<file path="src/rtl/keyed_wdt_pkg.sv">
package keyed_wdt_pkg;
  localparam int unsigned DATA_W = 32;
  localparam int unsigned ADDR_W = 2;
  localparam int unsigned CNT_W  = 16;
  localparam int unsigned KEY_W  = 16;
  localparam int unsigned TC_LSB = DATA_W - CNT_W;

  localparam logic [ADDR_W-1:0] A_CTL = 2'd0;
  localparam logic [ADDR_W-1:0] A_CNT = 2'd1;
  localparam logic [ADDR_W-1:0] A_SVC = 2'd2;
  localparam logic [ADDR_W-1:0] A_STS = 2'd3;

  localparam int unsigned B_FRZ   = 3;
  localparam int unsigned B_EN    = 2;
  localparam int unsigned B_RSEL  = 1;
  localparam int unsigned B_PSE   = 0;
  localparam int unsigned B_CAUSE = 0;

  localparam logic [KEY_W-1:0] KEY_ARM  = 16'h556C;
  localparam logic [KEY_W-1:0] KEY_FIRE = 16'hAA39;

  typedef struct packed {
    logic [CNT_W-1:0] tc;
    logic             frz;
    logic             en;
    logic             rsel;
    logic             pse;
  } wdt_ctl_t;

  typedef enum logic {SVC_IDLE = 1'b0, SVC_ARMED = 1'b1} svc_state_e;
endpackage

</file>
<file path="src/rtl/wdt_ctl_regs.sv">
module wdt_ctl_regs
  import keyed_wdt_pkg::*;
(
  input  logic              clk,
  input  logic              rst_n,
  input  logic              ctl_wr,
  input  logic              sts_wr,
  input  logic [DATA_W-1:0] wdata,
  input  logic              expire_rst,
  output logic              ctl_accept,
  output wdt_ctl_t          ctl,
  output logic              locked,
  output logic              cause
);
  wdt_ctl_t ctl_q, ctl_d;
  logic     locked_q, locked_d;
  logic     cause_q, cause_d;

  assign ctl_accept = ctl_wr && !locked_q;

  always_comb begin
    ctl_d    = ctl_q;
    locked_d = locked_q;
    if (ctl_accept) begin
      ctl_d.tc   = wdata[DATA_W-1:TC_LSB];
      ctl_d.frz  = wdata[B_FRZ];
      ctl_d.en   = wdata[B_EN];
      ctl_d.rsel = wdata[B_RSEL];
      ctl_d.pse  = wdata[B_PSE];
      locked_d   = 1'b1;
    end
  end

  always_comb begin
    cause_d = cause_q;
    if (sts_wr && wdata[B_CAUSE]) cause_d = 1'b0;
    if (expire_rst)               cause_d = 1'b1;
  end

  always_ff @(posedge clk or negedge rst_n) begin
    if (!rst_n) begin
      ctl_q    <= '0;
      locked_q <= 1'b0;
    end else if (ctl_accept) begin
      ctl_q    <= ctl_d;
      locked_q <= locked_d;
    end
  end

  always_ff @(posedge clk or negedge rst_n) begin
    if (!rst_n) cause_q <= 1'b0;
    else        cause_q <= cause_d;
  end

  assign ctl    = ctl_q;
  assign locked = locked_q;
  assign cause  = cause_q;
endmodule

</file>
<file path="src/rtl/wdt_key_fsm.sv">
module wdt_key_fsm
  import keyed_wdt_pkg::*;
(
  input  logic             clk,
  input  logic             rst_n,
  input  logic             svc_wr,
  input  logic [KEY_W-1:0] svc_data,
  output logic             reload
);
  svc_state_e st_q, st_d;
  logic       is_arm, is_fire;

  assign is_arm  = (svc_data == KEY_ARM);
  assign is_fire = (svc_data == KEY_FIRE);

  always_comb begin
    st_d   = st_q;
    reload = 1'b0;
    if (svc_wr) begin
      if (is_arm) begin
        st_d = SVC_ARMED;
      end else begin
        st_d = SVC_IDLE;
        if (is_fire && st_q == SVC_ARMED) reload = 1'b1;
      end
    end
  end

  always_ff @(posedge clk or negedge rst_n) begin
    if (!rst_n)      st_q <= SVC_IDLE;
    else if (svc_wr) st_q <= st_d;
  end
endmodule

</file>
<file path="src/rtl/wdt_countdown.sv">
module wdt_countdown #(
  parameter int unsigned CNT_W         = 16,
  parameter int unsigned PRESCALE_LOG2 = 16
) (
  input  logic             clk,
  input  logic             rst_n,
  input  logic             load,
  input  logic [CNT_W-1:0] load_val,
  input  logic             reload,
  input  logic [CNT_W-1:0] reload_val,
  input  logic             en,
  input  logic             pse,
  input  logic             hold,
  output logic [CNT_W-1:0] cnt,
  output logic             expire
);
  localparam logic [CNT_W-1:0] ONE = CNT_W'(1);

  logic             run, wrap, tick, pre_clr, pre_adv;
  logic [CNT_W-1:0] cnt_q, cnt_d;

  assign run     = en && !hold;
  assign pre_clr = load || reload;
  assign pre_adv = run && pse;

  generate
    if (PRESCALE_LOG2 > 0) begin : g_pre
      logic [PRESCALE_LOG2-1:0] pre_q, pre_d;
      always_comb begin
        pre_d = pre_q;
        if (pre_clr)      pre_d = '0;
        else if (pre_adv) pre_d = pre_q + 1'b1;
      end
      always_ff @(posedge clk or negedge rst_n) begin
        if (!rst_n)                  pre_q <= '0;
        else if (pre_clr || pre_adv) pre_q <= pre_d;
      end
      assign wrap = &pre_q;
    end else begin : g_nopre
      assign wrap = 1'b1;
    end
  endgenerate

  assign tick = pse ? wrap : 1'b1;

  always_comb begin
    cnt_d  = cnt_q;
    expire = 1'b0;
    if (load) begin
      cnt_d = load_val;
    end else if (reload) begin
      cnt_d = reload_val;
    end else if (run && tick && cnt_q != '0) begin
      cnt_d  = cnt_q - ONE;
      expire = (cnt_q == ONE);
    end
  end

  always_ff @(posedge clk or negedge rst_n) begin
    if (!rst_n) cnt_q <= '0;
    else        cnt_q <= cnt_d;
  end

  assign cnt = cnt_q;
endmodule

</file>
<file path="src/rtl/keyed_wdt.sv">
module keyed_wdt
  import keyed_wdt_pkg::*;
#(
  parameter int unsigned PRESCALE_LOG2 = 16
) (
  input  logic              clk,
  input  logic              rst_n,
  input  logic              dbg_halt,
  input  logic              reg_sel,
  input  logic              reg_wr,
  input  logic [ADDR_W-1:0] reg_addr,
  input  logic [DATA_W-1:0] reg_wdata,
  output logic [DATA_W-1:0] reg_rdata,
  output logic              wdt_irq,
  output logic              wdt_rst_req
);
  logic [1:0]       rst_sync_q;
  logic             rst_s_n;
  logic             wr_any, ctl_wr, svc_wr, sts_wr;
  logic             ctl_accept, ctl_locked, cause, svc_reload;
  logic             expire, hold;
  wdt_ctl_t         ctl;
  logic [CNT_W-1:0] cnt;
  logic             irq_q, irq_d, rreq_q, rreq_d;

  always_ff @(posedge clk or negedge rst_n) begin
    if (!rst_n) rst_sync_q <= 2'b00;
    else        rst_sync_q <= {rst_sync_q[0], 1'b1};
  end
  assign rst_s_n = rst_sync_q[1];

  assign wr_any = reg_sel && reg_wr;
  assign ctl_wr = wr_any && (reg_addr == A_CTL);
  assign svc_wr = wr_any && (reg_addr == A_SVC);
  assign sts_wr = wr_any && (reg_addr == A_STS);
  assign hold   = ctl.frz && dbg_halt;

  wdt_ctl_regs u_regs (
    .clk        (clk),
    .rst_n      (rst_s_n),
    .ctl_wr     (ctl_wr),
    .sts_wr     (sts_wr),
    .wdata      (reg_wdata),
    .expire_rst (expire && ctl.rsel),
    .ctl_accept (ctl_accept),
    .ctl        (ctl),
    .locked     (ctl_locked),
    .cause      (cause)
  );

  wdt_key_fsm u_keys (
    .clk      (clk),
    .rst_n    (rst_s_n),
    .svc_wr   (svc_wr),
    .svc_data (reg_wdata[KEY_W-1:0]),
    .reload   (svc_reload)
  );

  wdt_countdown #(
    .CNT_W         (CNT_W),
    .PRESCALE_LOG2 (PRESCALE_LOG2)
  ) u_cnt (
    .clk        (clk),
    .rst_n      (rst_s_n),
    .load       (ctl_accept),
    .load_val   (reg_wdata[DATA_W-1:TC_LSB]),
    .reload     (svc_reload),
    .reload_val (ctl.tc),
    .en         (ctl.en),
    .pse        (ctl.pse),
    .hold       (hold),
    .cnt        (cnt),
    .expire     (expire)
  );

  always_comb begin
    irq_d = irq_q;
    if (svc_reload)               irq_d = 1'b0;
    else if (expire && !ctl.rsel) irq_d = 1'b1;
    rreq_d = expire && ctl.rsel;
  end

  always_ff @(posedge clk or negedge rst_s_n) begin
    if (!rst_s_n) begin
      irq_q  <= 1'b0;
      rreq_q <= 1'b0;
    end else begin
      irq_q  <= irq_d;
      rreq_q <= rreq_d;
    end
  end

  assign wdt_irq     = irq_q;
  assign wdt_rst_req = rreq_q;

  always_comb begin
    reg_rdata = '0;
    case (reg_addr)
      A_CTL: begin
        reg_rdata[DATA_W-1:TC_LSB] = ctl.tc;
        reg_rdata[B_FRZ]           = ctl.frz;
        reg_rdata[B_EN]            = ctl.en;
        reg_rdata[B_RSEL]          = ctl.rsel;
        reg_rdata[B_PSE]           = ctl.pse;
      end
      A_CNT:   reg_rdata[CNT_W-1:0] = cnt;
      A_STS:   reg_rdata[B_CAUSE]   = cause;
      default: reg_rdata = '0;
    endcase
  end
endmodule

</file>
<file path="config.mk">
export PLATFORM = sky130hd
export DESIGN_NAME = keyed_wdt
export DESIGN_NICKNAME = d
export VERILOG_FILES = /design/src/rtl/keyed_wdt_pkg.sv /design/src/rtl/wdt_ctl_regs.sv /design/src/rtl/wdt_key_fsm.sv /design/src/rtl/wdt_countdown.sv /design/src/rtl/keyed_wdt.sv
export SDC_FILE = /design/constraint.sdc
export NUM_CORES = 1
export LEC_CHECK = 0
export BUFFER_PORTS_ARGS = -buffer_cell sky130_fd_sc_hd__buf_2
export CAP_MARGIN = 20
export CELL_PAD_IN_SITES_DETAIL_PLACEMENT = 0
export CELL_PAD_IN_SITES_GLOBAL_PLACEMENT = 1
export CORE_UTILIZATION = 45
export CTS_BUF_LIST = sky130_fd_sc_hd__clkbuf_4 sky130_fd_sc_hd__clkbuf_8
export DETAILED_ROUTE_END_ITERATION = 8
export PLACE_DENSITY = 0.95
export SLEW_MARGIN = 0
export SYNTH_ARGS = -nofsm -noshare
export SYNTH_HDL_FRONTEND = slang
export SYNTH_SLANG_ARGS = --single-unit
</file>
<file path="constraint.sdc">
create_clock -name clk -period 3.13 [get_ports clk]
set_input_delay 0.626 -clock clk [delete_from_list [all_inputs] [get_ports clk]]
set_output_delay 0.626 -clock clk [all_outputs]
set_load 0.01 [all_outputs]
</file>
* Word-level counts from Yosys, hierarchy flattened
Index checks and enable logic that the tools add are counted.
W data, S select, Z words.
** Word-level totals
- Register bits after elaboration :: 59
- Bits of input ports :: 39
- Output and inout port bits :: 34
** Operators by class
- Reduce and logical (&&, ||, !) cells :: 27
- Add/subtract/negate cells :: 2
- Muxes and demuxes :: 21
- Equality and inequality tests :: 6
** Operator list (number)
- $mux W16 :: 6
- $add A16 B1 Y16 const B :: 1
- $eq A16 B1 Y1 const B :: 1
- $eq A16 B15 Y1 const B :: 1
- $eq A16 B16 Y1 const B :: 1
- $reduce_and A16 Y1 :: 1
- $reduce_bool A16 Y1 :: 1
- $sub A16 B1 Y16 const B :: 1
- $logic_and A1 B1 Y1 :: 14
- $mux W1 :: 12
- $mux W12 :: 1
- $pmux W3 S2 :: 1
- $reduce_bool A2 Y1 :: 3
- $eq A2 B2 Y1 const B :: 2
- $logic_not A1 Y1 :: 3
- $pmux W1 S3 :: 1
- $reduce_bool A3 Y1 :: 1
- $eq A2 B1 Y1 const B :: 1
- $logic_not A2 Y1 :: 1
- $logic_or A1 B1 Y1 :: 2
- $reduce_and A2 Y1 :: 1

* Depth between registers and ports, before layout
- Word-level depth :: 11
- Depth in mapped cells :: 9

* Modules after synthesis
Synthesis repeated with hierarchy kept, for this count alone.
** Unflattened totals
- Cells, all modules :: 353
- Area total of the unflattened synthesis :: 3519.6 µm²
** Modules (own cells, without submodules)
- wdt_countdown :: area each 2020.7 µm², cells each 235, sequential area each 800.8 µm², instances 1
- wdt_ctl_regs :: area each 918.4 µm², cells each 48, sequential area each 550.5 µm², instances 1
- keyed_wdt :: area each 440.4 µm², cells each 57, sequential area each 100.1 µm², instances 1
- wdt_key_fsm :: area each 140.1 µm², cells each 13, sequential area each 25.0 µm², instances 1

* Least setup slack after synthesis
No wires, ideal clock.
- Path kind :: input to register
- Start point :: in reg_wdata[10]
- End point :: reg u_cnt.g_pre.pre_q[10]
- Cell stages on the path :: 6
- Path buffers :: 1
- Data required time :: 3009 ps
- Arrival time :: 2164 ps
- Path slack :: 845 ps
- Path through :: or4bb_1 -> nor3_1 -> nand2_1 -> nand2_1 -> buf_2 -> nor2_1
** On the way
- Longest elaborated chain between the ends :: 8
- Elaborated cells between the ends (all ways) :: 11
- Those cells by class :: eq/ne (2); mux (4); reduce/logical (5)
** Ends and longest elaborated chain
- start: declaration :: RTL line keyed_wdt.sv:12 : input logic [DATA_W-1:0] reg_wdata,
- $eq A16 B16 Y1 :: RTL line wdt_key_fsm.sv:14 : assign is_fire = (svc_data == KEY_FIRE);
- $logic_and A1 B1 Y1 :: RTL line wdt_key_fsm.sv:24 : if (is_fire && st_q == SVC_ARMED) reload = 1'b1;
- $mux W1 :: RTL line wdt_key_fsm.sv:24
- $mux W1 * :: RTL line wdt_key_fsm.sv:20 : if (is_arm) begin
- $mux W1 * :: RTL line wdt_key_fsm.sv:19 : if (svc_wr) begin
- $logic_or A1 B1 Y1 * :: RTL line wdt_countdown.sv:23 : assign pre_clr = load || reload;
- $reduce_bool A2 Y1 (no source line) or $logic_or A1 B1 Y1 (tied branches)
- $reduce_and A2 Y1 (no source line)
- end signal: assignment :: RTL line wdt_countdown.sv:36 : else if (pre_clr || pre_adv) pre_q <= pre_d;
- end: declaration :: RTL line wdt_countdown.sv:28 : logic [PRESCALE_LOG2-1:0] pre_q, pre_d;
Every way passes the cells marked *; elsewhere a longest branch is shown, timed or not.
A chain may end at the register's enable or synchronous reset.

* Worst setup path in the final report
- Start point :: reg u_cnt.cnt_q[0], in the netlist u_cnt.cnt[0]
- End point :: reg u_cnt.cnt_q[12], in the netlist u_cnt.cnt[12]
** On the way
- Longest elaborated chain between the ends :: 4
- Elaborated cells between the ends (all ways) :: 7
- Those cells by class :: add/sub (1); mux (3); reduce/logical (3)
** Ends and longest elaborated chain
- start: declaration :: RTL line wdt_countdown.sv:20 : logic [CNT_W-1:0] cnt_q, cnt_d;
- start signal: assignment :: RTL line wdt_countdown.sv:61 : else cnt_q <= cnt_d;
- $sub A16 B1 Y16 :: RTL line wdt_countdown.sv:54 : cnt_d = cnt_q - ONE;
- $mux W16 :: RTL line wdt_countdown.sv:53 : end else if (run && tick && cnt_q != '0) begin
- $mux W16 :: RTL line wdt_countdown.sv:51 : end else if (reload) begin
- $mux W16 :: RTL line wdt_countdown.sv:49 : if (load) begin
Several ways; a longest one is shown, not always the timed one. The select of a mux whose other input is x is not followed.

==> metrics.md <==
| Metric | Value |
|---|---|
| Fill cells | `694` |
| CP endpoint kind | `flip-flop` |
| CP cell instances | `inv_1 > ha_1 > or3b_4 > or4_1 > nor4_2 > o21ai_0 > a21o_1 > a21oi_1` |
| CP arrival | `2860 ps` |
| Largest cells by area after synthesis | `dfrtp_1, nand2_1, and2_1, nor2_1, xnor2_1` |
| Iter 0 DRT Violations | `144` |
| P_leak | `1.967 nW` |
| Share of the synthesized area in the top cell type | `0.4396` |
| Worst Hold Class | `in2async` |
| Async SR Flop Fraction | `1.000` |
| Max Fanout on Critical Path | `6` |
| Status | `finished, final reports clean` |
| Sw Share | `0.3414` |
| Setup Viol. Count Final | `0` |
| Min Tclk post-route | `roughly 2600 ps` |
| Post-synth EDFFs | `0` |
| Clock-pin slew on the worst setup and hold paths | `70 ps` |
| Num CTS Buffers | `9` |
| Worst-skew pair later-pin latency | `approximately 360 ps` |
| PortBufs | `72` |
| Post_cts resized | `0` |
| Die height | `88.39 microns` |
| Startpoint types | `flip-flop` |
| Max IR drop VDD | `roughly 0.29 mV` |
| First-pass GRT wire length | `13,750 microns` |
| Yosys warnings | `0` |
| Synth cell types | `53` |
| Root cell of the clock tree | `clkbuf_8` |
| Internal power | `1.617 mW` |
| Proportion of layout cells with a drive suffix above 1 | `0.2288` |
| PwrDens | `just over 600 nW/um^2` |
| CP max stage delay | `570 ps` |
| Routed Antenna Nets | `0` |
| Final period util | `0.8237` |
| Vias | `3,063` |
| Routability Congestion | `0.8682` |
| Total core area | `between 7000 and 8000 sq um` |
| Switching power | `roughly 840 uW` |
| Commonest cells after routing, fill and taps aside | `nand2_1, buf_2, dfrtp_1, nor2_1, and2_1` |
| Syn Inst Count | `392` |
| Drt total wl | `8429 microns` |
| GRT overflow | `0` |
| Fin. max-slew vios | `0` |
| DRC viols | `0` |
| Relative slew slack | `0.4967` |
| Die Wd | `a little under 90 microns` |
| Comb power frac | `0.245` |
| Worst path top cell family by delay | `simple AND/OR/NAND/NOR gates` |
| Rows | `31` |
| CP bufs+invs | `1` |
| HPWL Detailed | `between 6000 and 7000 microns` |
| Gr usage total | `0.2330` |
| CTS tree | `yes` |
| Vias in the first global route | `2,919` |
| Syn_nets | `435` |
| Final hold vios | `0` |
| R2R Setup Slk | `550 ps` |
| Max-Cap Viols | `0` |
| Post-Synthesis Mean Instance Area | `between 8 and 9 sq um` |
| Part of the power in the clock network | `0.292` |
| Top FF cell, synth | `dfrtp_1` |
| Setup crit start | `u_cnt.cnt[0]$_DFFE_PN0P_` |
| Critical R2R Launch | `u_cnt.cnt[0]$_DFFE_PN0P_` |
| # clock sinks | `59` |
| CTS Buffer Depth | `2` |
| Ant. Diodes | `0` |
| Worst-margin pin slew | `748.0 ps` |
| Post-synthesis sequential area ratio | `0.4396` |
| RSZ-0062 raised after global routing | `no` |
| Mapped Area | `3358 sq um` |
| Boundary pin count | `73` |
| Final Skew | `14.10 ps` |
| CTS H-Tree Depth | `3` |
| Required @ worst endpoint | `~3400 ps` |
| CTS hold repair buffers | `0` |
| Postcts setup bufs | `0` |
| Worst Setup Path Type | `reg2reg` |
| Drt pass-1 iters | `4` |
| Wire per inst | `14.76 microns` |
| Yosys reg bits | `59` |
| Critical path's slowest cell | `or4_1` |
| Die area | `7812 sq um` |
| Seq pwr share | `0.463` |
| Area growth from synthesis to layout | `20.57%` |
| FMAX | `slightly below 400 MHz` |
| Antenna violations before repair | `0` |
| Total negative slack | `0 ps` |
| Tot Pwr | `around 2.5 mW` |
| Nets | `510` |
| Starting density of the core | `0.4655` |
| Synth area leader | `dfrtp_1` |
| Vias per std cell | `5.364` |
| Largest net degree at the start of global routing | `35` |
| Commonest non-fill, non-tap cell in the layout | `nand2_1` |
## cells by family after synthesis
group           Yosys count  synth area share
mux                       3          0.008942
simple gates            217            0.3279
buf+inv                  24           0.03055
flops                    59            0.4396
fa+ha+maj                 4           0.01490
compound gates           62            0.1196
xor+xnor                 22           0.05738
other cells               1          0.001117
## synth_stat cells (6+ instances only)
cell type	instances
xnor2_1	11
a21oi_1	13
o21ai_0	10
nor2_1	40
nand4_1	8
nand2_1	88
nand3_1	10
xor2_1	11
nor3_1	6
and2_1	30
dfrtp_1	59
a31oi_1	9
buf_2	7
clkbuf_1	10
## per-layer routing
metal / vias to the layer above / global-route usage / part of all wire
met5: - / 0 / 0
met4: 0 / 0.1144 / 0.021
met3: 14 / 0.04104 / 0.056
met2: 99 / 0.3727 / 0.48
met1: 1446 / 0.3064 / 0.45
li1: 1504 / - / -
## worst register-to-register path: stages, from the launching register on
cell and delay (ps):
dfrtp_1 450, inv_1 140, ha_1 250, or3b_4 420, or4_1 570, nor4_2 220, o21ai_0 140, a21o_1 190
a21oi_1 130
## flip-flops by register name, summed over array words and instances, names as in the netlist
register,cells
u_cnt.cnt,16
wdt_rst_req,1
u_regs.cause,1
u_keys.st_q,1
wdt_irq,1
u_regs.ctl,20
u_regs.locked,1
rst_sync_q,2
u_cnt.g_pre.pre_q,16
## power by group through the flow
stage | Sequential [mW] | Clock (mW) | Combinational [mW]
detailed placement | 1.15 | 0 | 0.599
floorplan | 1.08 | 0 | 0.454
global placement | 1.14 | 0 | 0.577
global route | 1.17 | 0.756 | 0.681
CTS | 1.14 | 0.723 | 0.602
finish | 1.14 | 0.718 | 0.601
## worst paths after layout
path	endpoint	cells after the start
setup / recovery	u_cnt.cnt[12]$_DFFE_PN0P_	8
hold / removal	rst_sync_q[1]$_DFF_PN0_	1
hold reg to reg	u_regs.ctl[3]$_DFFE_PN0P_	0
setup reg to reg	u_cnt.cnt[12]$_DFFE_PN0P_	8
min in group clk	rst_sync_q[1]$_DFF_PN0_	0
max in group asynchronous	u_cnt.cnt[8]$_DFFE_PN0P_	1
## cell type report
| cell class | count | area [sq um] | area share |
|---|---|---|---|
| well taps | 99 | 123.9 | 0.03059 |
| repair buffers | 84 | 450.4 | 0.1112 |
| clock buffers | 12 | 152.6 | 0.03770 |
| flip-flops and latches | 59 | 1478 | 0.3650 |
| inverters | 4 | 15.01 | 0.003708 |
| multi-input cells | 309 | 1779 | 0.4394 |
| clock inverters | 4 | 50.05 | 0.01236 |
## through the flow
step | cells | instance area [sq um] | hold slack [ps] | utilization | worst slack [ps]
CTS | 571 | 4049 | 40.46 | 0.5612 | 565.6
global route | 571 | 4049 | 42.82 | 0.5612 | 446.7
detailed placement | 555 | 3846 | 336.3 | 0.5331 | 497.8
global placement | 555 | 3846 | 332.3 | 0.5331 | 544.8
finish | 571 | 4049 | 48.06 | 0.5612 | 552.0
floorplan | 392 | 3358 | 330.4 | - | 844.6
(Power assumes the default switching activity.)
